--- config.mk ---
export PLATFORM = sky130hd
export DESIGN_NAME = shram_arbiter
export DESIGN_NICKNAME = d
export VERILOG_FILES = /design/src/rtl/shr_pkg.sv /design/src/rtl/shr_phase_edge.sv /design/src/rtl/shr_handover_fsm.sv /design/src/rtl/shr_bus_ctl.sv /design/src/rtl/shram_arbiter.sv
export SDC_FILE = /design/constraint.sdc
export NUM_CORES = 1
export LEC_CHECK = 0
export BUFFER_PORTS_ARGS = -buffer_cell sky130_fd_sc_hd__buf_2
export CAP_MARGIN = 25
export CORE_AREA = 2 2 39 41
export CTS_BUF_LIST = sky130_fd_sc_hd__clkbuf_4 sky130_fd_sc_hd__clkbuf_8
export CTS_CLUSTER_SIZE = 14
export DETAILED_ROUTE_END_ITERATION = 10
export DIE_AREA = 0 0 41 43
export PLACE_DENSITY = 0.65
export SYNTH_ARGS = -nofsm -noshare
export SYNTH_HDL_FRONTEND = slang
export SYNTH_SLANG_ARGS = --single-unit
--- constraint.sdc ---
create_clock -name clk -period 0.95 [get_ports clk]
set_input_delay 0.19 -clock clk [delete_from_list [all_inputs] [get_ports clk]]
set_output_delay 0.19 -clock clk [all_outputs]
set_load 0.02 [all_outputs]
--- src/rtl/shr_pkg.sv ---
package shr_pkg;
   typedef enum logic [2:0] {
      ST_CPU   = 3'd0,
      ST_HALT  = 3'd1,
      ST_FLOAT = 3'd2,
      ST_M2    = 3'd3,
      ST_REL   = 3'd4,
      ST_BEON  = 3'd5
   } shr_state_e;
endpackage

--- src/rtl/shr_phase_edge.sv ---
module shr_phase_edge (
   input  logic clk,
   input  logic rst_n,
   input  logic phi2,
   output logic rise
);
   logic phi2_q;

   always_ff @(posedge clk) begin
      if (!rst_n) phi2_q <= 1'b0;
      else        phi2_q <= phi2;
   end

   assign rise = phi2 & ~phi2_q;
endmodule

--- src/rtl/shr_handover_fsm.sv ---
module shr_handover_fsm
   import shr_pkg::*;
#(
   parameter int NMOS_COMPAT = 1,
   parameter int TURN        = 1
) (
   input  logic       clk,
   input  logic       rst_n,
   input  logic       rise,
   input  logic       cpu_rw,
   input  logic       m2_req,
   output shr_state_e state
);
   localparam int CW = $clog2(TURN + 1);
   localparam logic [CW-1:0] LAST = CW'(TURN - 1);

   logic          confirm;
   logic [CW-1:0] cnt;
   shr_state_e    nxt;

   generate
      if (NMOS_COMPAT != 0) begin : g_nmos
         assign confirm = rise & cpu_rw;
      end else begin : g_cmos
         assign confirm = rise;
      end
   endgenerate

   always_comb begin
      nxt = state;
      unique case (state)
         ST_CPU:   if (m2_req)      nxt = ST_HALT;
         ST_HALT:  if (confirm)     nxt = ST_FLOAT;
         ST_FLOAT: if (cnt == LAST) nxt = ST_M2;
         ST_M2:    if (!m2_req)     nxt = ST_REL;
         ST_REL:   if (cnt == LAST) nxt = ST_BEON;
         ST_BEON:                   nxt = ST_CPU;
         default:                   nxt = ST_CPU;
      endcase
   end

   always_ff @(posedge clk) begin
      if (!rst_n) begin
         state <= ST_CPU;
         cnt   <= '0;
      end else begin
         state <= nxt;
         if (nxt != state) cnt <= '0;
         else if (state == ST_FLOAT || state == ST_REL) cnt <= cnt + 1'b1;
      end
   end
endmodule

--- src/rtl/shr_bus_ctl.sv ---
module shr_bus_ctl
   import shr_pkg::*;
#(
   parameter int              AW       = 16,
   parameter int              RAM_AW   = 15,
   parameter logic [AW-1:0]   RAM_BASE = '0
) (
   input  shr_state_e    state,
   input  logic [AW-1:0] cpu_addr,
   input  logic          cpu_rw,
   input  logic          phi2,
   input  logic          slow_wait,
   input  logic          m2_we_n,
   output logic          cpu_rdy,
   output logic          cpu_be,
   output logic          m2_gnt,
   output logic          sram_ce_n,
   output logic          sram_we_n
);
   localparam int TAGW = AW - RAM_AW;

   logic hit;
   logic cpu_own;

   generate
      if (TAGW > 0) begin : g_dec
         assign hit = cpu_addr[AW-1 -: TAGW] == RAM_BASE[AW-1 -: TAGW];
      end else begin : g_full
         assign hit = 1'b1;
      end
   endgenerate

   assign cpu_own   = (state == ST_CPU) || (state == ST_HALT) || (state == ST_BEON);
   assign cpu_be    = cpu_own;
   assign cpu_rdy   = (state == ST_CPU) && !slow_wait;
   assign m2_gnt    = (state == ST_M2);
   assign sram_ce_n = !((cpu_own && hit) || m2_gnt);
   assign sram_we_n = !((cpu_own && hit && !cpu_rw && phi2) || (m2_gnt && !m2_we_n));
endmodule

--- src/rtl/shram_arbiter.sv ---
module shram_arbiter
   import shr_pkg::*;
#(
   parameter int            AW          = 16,
   parameter int            RAM_AW      = 15,
   parameter logic [AW-1:0] RAM_BASE    = '0,
   parameter int            NMOS_COMPAT = 1,
   parameter int            TURN        = 1
) (
   input  logic          clk,
   input  logic          rst_n,
   input  logic          phi2,
   input  logic [AW-1:0] cpu_addr,
   input  logic          cpu_rw,
   output logic          cpu_rdy,
   output logic          cpu_be,
   input  logic          slow_wait,
   input  logic          m2_req,
   output logic          m2_gnt,
   input  logic          m2_we_n,
   output logic          sram_ce_n,
   output logic          sram_we_n
);
   generate
      if (TURN < 1) begin : g_bad_turn
         $error("shram_arbiter: TURN must be at least 1");
      end
      if (RAM_AW > AW || RAM_AW < 1) begin : g_bad_ram
         $error("shram_arbiter: RAM_AW must lie in 1..AW");
      end
      if (NMOS_COMPAT != 0 && NMOS_COMPAT != 1) begin : g_bad_mode
         $error("shram_arbiter: NMOS_COMPAT must be 0 or 1");
      end
   endgenerate

   logic       rise;
   shr_state_e state;

   shr_phase_edge u_edge (
      .clk   (clk),
      .rst_n (rst_n),
      .phi2  (phi2),
      .rise  (rise)
   );

   shr_handover_fsm #(
      .NMOS_COMPAT (NMOS_COMPAT),
      .TURN        (TURN)
   ) u_fsm (
      .clk    (clk),
      .rst_n  (rst_n),
      .rise   (rise),
      .cpu_rw (cpu_rw),
      .m2_req (m2_req),
      .state  (state)
   );

   shr_bus_ctl #(
      .AW       (AW),
      .RAM_AW   (RAM_AW),
      .RAM_BASE (RAM_BASE)
   ) u_bus (
      .state     (state),
      .cpu_addr  (cpu_addr),
      .cpu_rw    (cpu_rw),
      .phi2      (phi2),
      .slow_wait (slow_wait),
      .m2_we_n   (m2_we_n),
      .cpu_rdy   (cpu_rdy),
      .cpu_be    (cpu_be),
      .m2_gnt    (m2_gnt),
      .sram_ce_n (sram_ce_n),
      .sram_we_n (sram_we_n)
   );
endmodule

## After elaboration in Yosys (flattened, before gate mapping)

Index checks and enable logic that the tools add are counted.

- Logic and storage cells: 38
- Bits of input ports: 23
- Output and inout port bits: 5
- Register bits after elaboration: 5

- Reductions and logical operators: 17
- Multiplexer cells: 6
- Bitwise operators: 5
- Eq/ne operators: 6
- $add $sub $neg: 1

Operator list:

| kind | number |
|---|---|
| $mux 3 | 5 |
| $pmux 3 s5 | 1 |
| $eq 3x2->1 const B | 2 |
| $eq 3x3->1 const B | 2 |
| $logic_and 1x1->1 | 5 |
| $logic_not 1->1 | 5 |
| $logic_or 1x1->1 | 5 |
| $eq 3x1->1 const B | 1 |
| $logic_not 3->1 | 1 |
| $ne 3x3->1 | 1 |
| $not 1->1 | 3 |
| $and 1x1->1 | 2 |
| $reduce_or 2->1 | 1 |
| $add 1x1->1 const B | 1 |

## Depth between registers and ports, before layout

- Depth after elaboration: 8
- Depth in mapped cells: 4

## Modules after synthesis

Synthesis repeated with hierarchy kept, for this count alone.

- Cell total of the unflattened synthesis: 35
- Area, all modules: 311.5 µm²

Modules (own cells, without submodules):

| module | times used | area each (µm²) | cells each |
|---|---|---|---|
| shr_handover_fsm | 1 | 209.0 | 23 |
| shr_bus_ctl | 1 | 62.6 | 9 |
| shr_phase_edge | 1 | 40.0 | 3 |

## Least setup slack after synthesis

Ideal clock, no wire load.

- Path kind: register to output
- Start: register u_fsm.state[1]
- End: output cpu_rdy
- Data required time: 0.760 ns
- Path slack: -0.409 ns
- Stages on the path, launching flop included: 3
- Path buffers: 1
- Data arrival time: 1.169 ns
- Cell sequence: dfxtp_1 buf_2 nor4_1

- Word-level cells in the longest chain between the ends: 2

RTL lines:

| what | line | text |
|---|---|---|
| from (decl) | shr_handover_fsm.sv:12 | `output shr_state_e state` |
| from (signal assigned) | shr_handover_fsm.sv:47 | `state <= nxt;` |
| $logic_not 3->1 | shr_bus_ctl.sv:35 | `assign cpu_rdy = (state == ST_CPU) && !slow_wait;` |
| $logic_and 1x1->1 | shr_bus_ctl.sv:35 |  |
| to (decl) | shram_arbiter.sv:15 | `output logic cpu_rdy,` |

No other way between the ends.

## Final worst setup path

- Start: register u_fsm.state[2]
- End: output sram_we_n

- Word-level cells in the longest chain between the ends: 8
- Elaborated cells between the ends (all ways): 12
- Classes of those cells: 3 x eq/ne; 9 x reduce/logical

RTL lines:

| what | line | text |
|---|---|---|
| $eq 3x1->1 / $logic_not 3->1 (equally long branches) | shr_bus_ctl.sv:33 | `assign cpu_own = (state == ST_CPU) \|\| (state == ST_HALT) \|\| (state == ST_BEON);` |
| $logic_or 1x1->1 (2 in series) | shr_bus_ctl.sv:33 |  |
| $logic_and 1x1->1 (3 in series) | shr_bus_ctl.sv:38 | `assign sram_we_n = !((cpu_own && hit && !cpu_rw && phi2) \|\| (m2_gnt && !m2_we_n));` |
| $logic_or 1x1->1 * | shr_bus_ctl.sv:38 |  |
| $logic_not 1->1 * | shr_bus_ctl.sv:38 |  |
| to (decl) | shram_arbiter.sv:22 | `output logic sram_we_n` |

Every way passes the cells marked *; elsewhere a longest branch is shown, timed or not.

==> parameters.txt <==
Parameter                              Value

Timing
  Tcrit/Tclk final    144.1%
  Setup repair after global routing missed its margin    yes
  Clock period minus final worst setup slack    between 1 and 1.5 ns
  Final hold violation count    0
  Post-route worst hold slack    around 0.23 ns
  Setup clock skew after layout    between 0.007 and 0.008 ns
  Max Transition Viols Final    0
  Setup TNS    -2.234 ns
  Tightest slew margin relative to the limit    82.37%
  Final Worst Setup Slack    -0.4190 ns
  Fmax    approximately 730 MHz
  Setup-failing EPs final    8
  Actual slew at the worst max-slew pin    roughly 0.26 ns

Floorplanning
  Core area    0.001384 mm^2
  Boundary pin count    28
  Die H    about 43 um
  Width of the die    around 40 um
  Initial core utilization    between 20% and 30%
  Row Count    14
  Full die area    about 0.0018 mm^2

Routing
  Total Routed Length    973 um
  Routed vias/inst    roughly 4.5
  First DRT Iteration DRCs    7
  Number of nets still failing antenna checks after routing    0
  DR DRC count    0
  Post-detailed-route wirelength per cell    about 12 um
  Number of detailed-route iterations in the first pass    2
  Detailed-route via count    around 350

Synth
  Number of instances in the synthesized netlist    37
  Portion of the post-synthesis area used by sequential elements    approximately a third
  Mean cell area of the mapped netlist    approximately 8.3 um^2
  Top cells by count, synth    sky130_fd_sc_hd__dfxtp_1 (5), sky130_fd_sc_hd__nor2_1 (5), sky130_fd_sc_hd__inv_1 (4)
  Library cells used by synthesis    22
  Share of Yosys cell area claimed by the top area cell type    ~33%
  Largest area contributor in the netlist    sky130_fd_sc_hd__dfxtp_1
  Top post-synthesis cells by area    sky130_fd_sc_hd__dfxtp_1 (33%), sky130_fd_sc_hd__nand4b_4 (7.7%), sky130_fd_sc_hd__nor2_1 (6.1%), sky130_fd_sc_hd__a311oi_2 (4.9%), sky130_fd_sc_hd__inv_1 (4.9%)
  Number of nets produced by synthesis    60
  Prevailing post-synth register cell    sky130_fd_sc_hd__dfxtp_1
  #FFs+latches synth    5
  Cell area after synthesis    a little over 300 um^2
  EDFF count, synth    0
  Synthesis Warnings    0
  Async set-reset flop share out of synthesis    0%

Power and ir drop
  Combinational group share of total power    between 30% and 40%
  Portion of total power attributed to the clock network    between 30% and 40%
  Worst voltage drop across the vdd grid    0.0005736 V
  Tot Pwr    between 0.0007 and 0.0008 W
  Sw Ratio    29.34%
  Internal power component    between 0.0005 and 0.0006 W
  NetSw    0.0002229 W
  Sequential Power Share    a little under a third
  Leakage power    between 0.2 and 0.3 nW
  Power density normalized to cell area    between 1000 and 1500 mW/mm^2

Cells and area
  Fill cells    ~120
  Multi-input combinational cell area    roughly 270 um^2
  Diodes inserted    0
  Relative area change from synthesis to final layout    106.1%
  Final Non-Filler Cells    about 80
  Register Area    around 110 um^2
  Ratio of cells with drive above 1 in the final layout    70.97%
  Fin util    between 40 and 50%
  Number of nets in the final layout    between 80 and 90

Status
  Violated checks    negative setup slack
  Status    complete, but fails checks

GRT
  Antenna violations before repair    0
  Via count of the first global-routing pass    370
  First-pass GRT wire length    1462 um
  Pin count of the biggest net entering global routing    7
  All-layer global routing usage    12.47%
  Overflow after GRT    0

Critical path
  Crit-path max cell delay    0.32 ns
  Total buffers and inverters traversed by the critical path    1
  Endpoint arrival time on the critical path    around 1.2 ns
  Slowest CP cell    sky130_fd_sc_hd__dfxtp_2
  Crit path capture type    primary output
  Required time of the critical path    between 0.7 and 0.8 ns
  Crit Path Max Fanout    3
  Cell-by-cell listing of the critical path    nor2b_4, nor3_4, a31oi_4, buf_6
  WS Path Type    flop to primary output
  Setup crit start kind    flop
  Critical path's top delay family    simple AND/OR/NAND/NOR gates

Min path
  Worst min path class    primary input to flop

Clock network
  TritonCTS clock tree    built
  H-tree Lvls    1
  Worst-case clock buffer depth    2
  Clock-pin transition on the worst setup and hold timing paths    approximately 0.05 ns
  Worst skew pair latency    about 0.25 ns
  Number of clock sinks    5
  Number of buffers created by CTS    3
  Root buffer cell    sky130_fd_sc_hd__clkbuf_4

Place
  Input/output buffers    12
  Routability-driven placement congestion ratio    roughly 0.73
  Number of placed cells counting well taps    a little over 70
  DP Wirelength    633.1 um

Run
  Max-cap viol count    0
[registers in the layout, indices dropped and copies added, names as in the netlist]
signal	count
u_fsm.state	3
u_edge.phi2_q	1
u_fsm.cnt	1
[final timing paths]
check | to | cells after the start | startpoint | slack (ns)
max reg2reg | u_fsm.state[0] | 5 | u_fsm.state[0] | -0.19
max | sram_we_n | 4 | u_fsm.state[2] | -0.42
min reg2reg | u_fsm.cnt | 2 | u_fsm.cnt | 0.48
min | u_fsm.state[2] | 2 | rst_n | 0.23
[kinds of logic after synthesis]
family	Yosys count	share of synthesized area, %
buf+inv	6	8.941
compound gates	7	17.48
flops	5	32.52
xor+xnor	1	2.846
simple gates	18	38.22
[per-layer routing]
metal  share of wire (%)  wire (um)  global-route usage (%)  vias up
met2                  59        573                   20.00        6
met5                   0          0                       0        -
li1                    -          -                       -      177
met3                 2.0         19                   3.141        3
met1                  38        365                   13.59      165
met4                 1.5         15                   8.000        0
[through the flow]
step	worst slack, ns	cell area (um^2)
6_report	-0.4190	634.4
3_3_place_gp	-0.2335	501.7
5_1_grt	-0.4561	634.4
4_1_cts	-0.4190	586.8
3_5_place_dp	-0.2484	501.7
2_1_floorplan	-0.1278	372.9
[cell type report]
cell class              count  share of cell area, %
inverters                   4                  2.761
flip-flops and latches      5                  17.16
repair buffers             23                  30.37
clock buffers               4                  4.734
well taps                  16                  3.156
multi-input cells          26                  41.81
[cell usage in the layout, fill, tap and decap left out]
cell type / n
sky130_fd_sc_hd__buf_6: 10
sky130_fd_sc_hd__buf_2: 7
sky130_fd_sc_hd__buf_4: 6
sky130_fd_sc_hd__clkbuf_4: 4
sky130_fd_sc_hd__inv_1: 3
sky130_fd_sc_hd__nor2_4: 2
sky130_fd_sc_hd__nor2_1: 2
sky130_fd_sc_hd__and2_1: 2
sky130_fd_sc_hd__dfxtp_1: 2
sky130_fd_sc_hd__dfxtp_4: 2
sky130_fd_sc_hd__nand3b_1: 1
sky130_fd_sc_hd__inv_4: 1
sky130_fd_sc_hd__nor2b_4: 1
sky130_fd_sc_hd__nor2_2: 1
sky130_fd_sc_hd__nor3_4: 1
sky130_fd_sc_hd__a31oi_4: 1
sky130_fd_sc_hd__nor4_4: 1
sky130_fd_sc_hd__o2bb2ai_2: 1
sky130_fd_sc_hd__nand2b_4: 1
sky130_fd_sc_hd__nand4b_4: 1
sky130_fd_sc_hd__or2_0: 1
sky130_fd_sc_hd__and3_4: 1
sky130_fd_sc_hd__a31oi_1: 1
sky130_fd_sc_hd__xor2_1: 1
sky130_fd_sc_hd__nand3_1: 1
sky130_fd_sc_hd__o21ai_1: 1
sky130_fd_sc_hd__and2_4: 1
sky130_fd_sc_hd__a311oi_2: 1
sky130_fd_sc_hd__o21ai_0: 1
sky130_fd_sc_hd__a21o_1: 1
sky130_fd_sc_hd__nor3_1: 1
sky130_fd_sc_hd__dfxtp_2: 1
[power by group through the flow]
stage	registers, W	logic, W	clock network [W]
finish	0.000236	0.000231	0.000292
global route	0.000237	0.000248	0.000305
CTS	0.000236	0.000200	0.000295
detailed placement	0.000240	0.000173	0
global placement	0.000239	0.000170	0
floorplan	0.000229	0.000120	0
[worst register-to-register path, delay by kind of cell (launching register included)]
family / cells / cell delay (ns)
and+or+nand+nor: 1 / 0.21
DFF: 1 / 0.36
AOI/OAI and AO/OA: 2 / 0.23
buffers and inverters: 2 / 0.23
[timing repair]
item                       in CTS  in global routing
gates cloned                    0                  0
pin swaps                       3                  2
setup endpoints to repair       9                  9
hold buffers                    0                  0
gates resized for setup        19                  7
buffers inserted                1                  2
(Power assumes the default switching activity.)
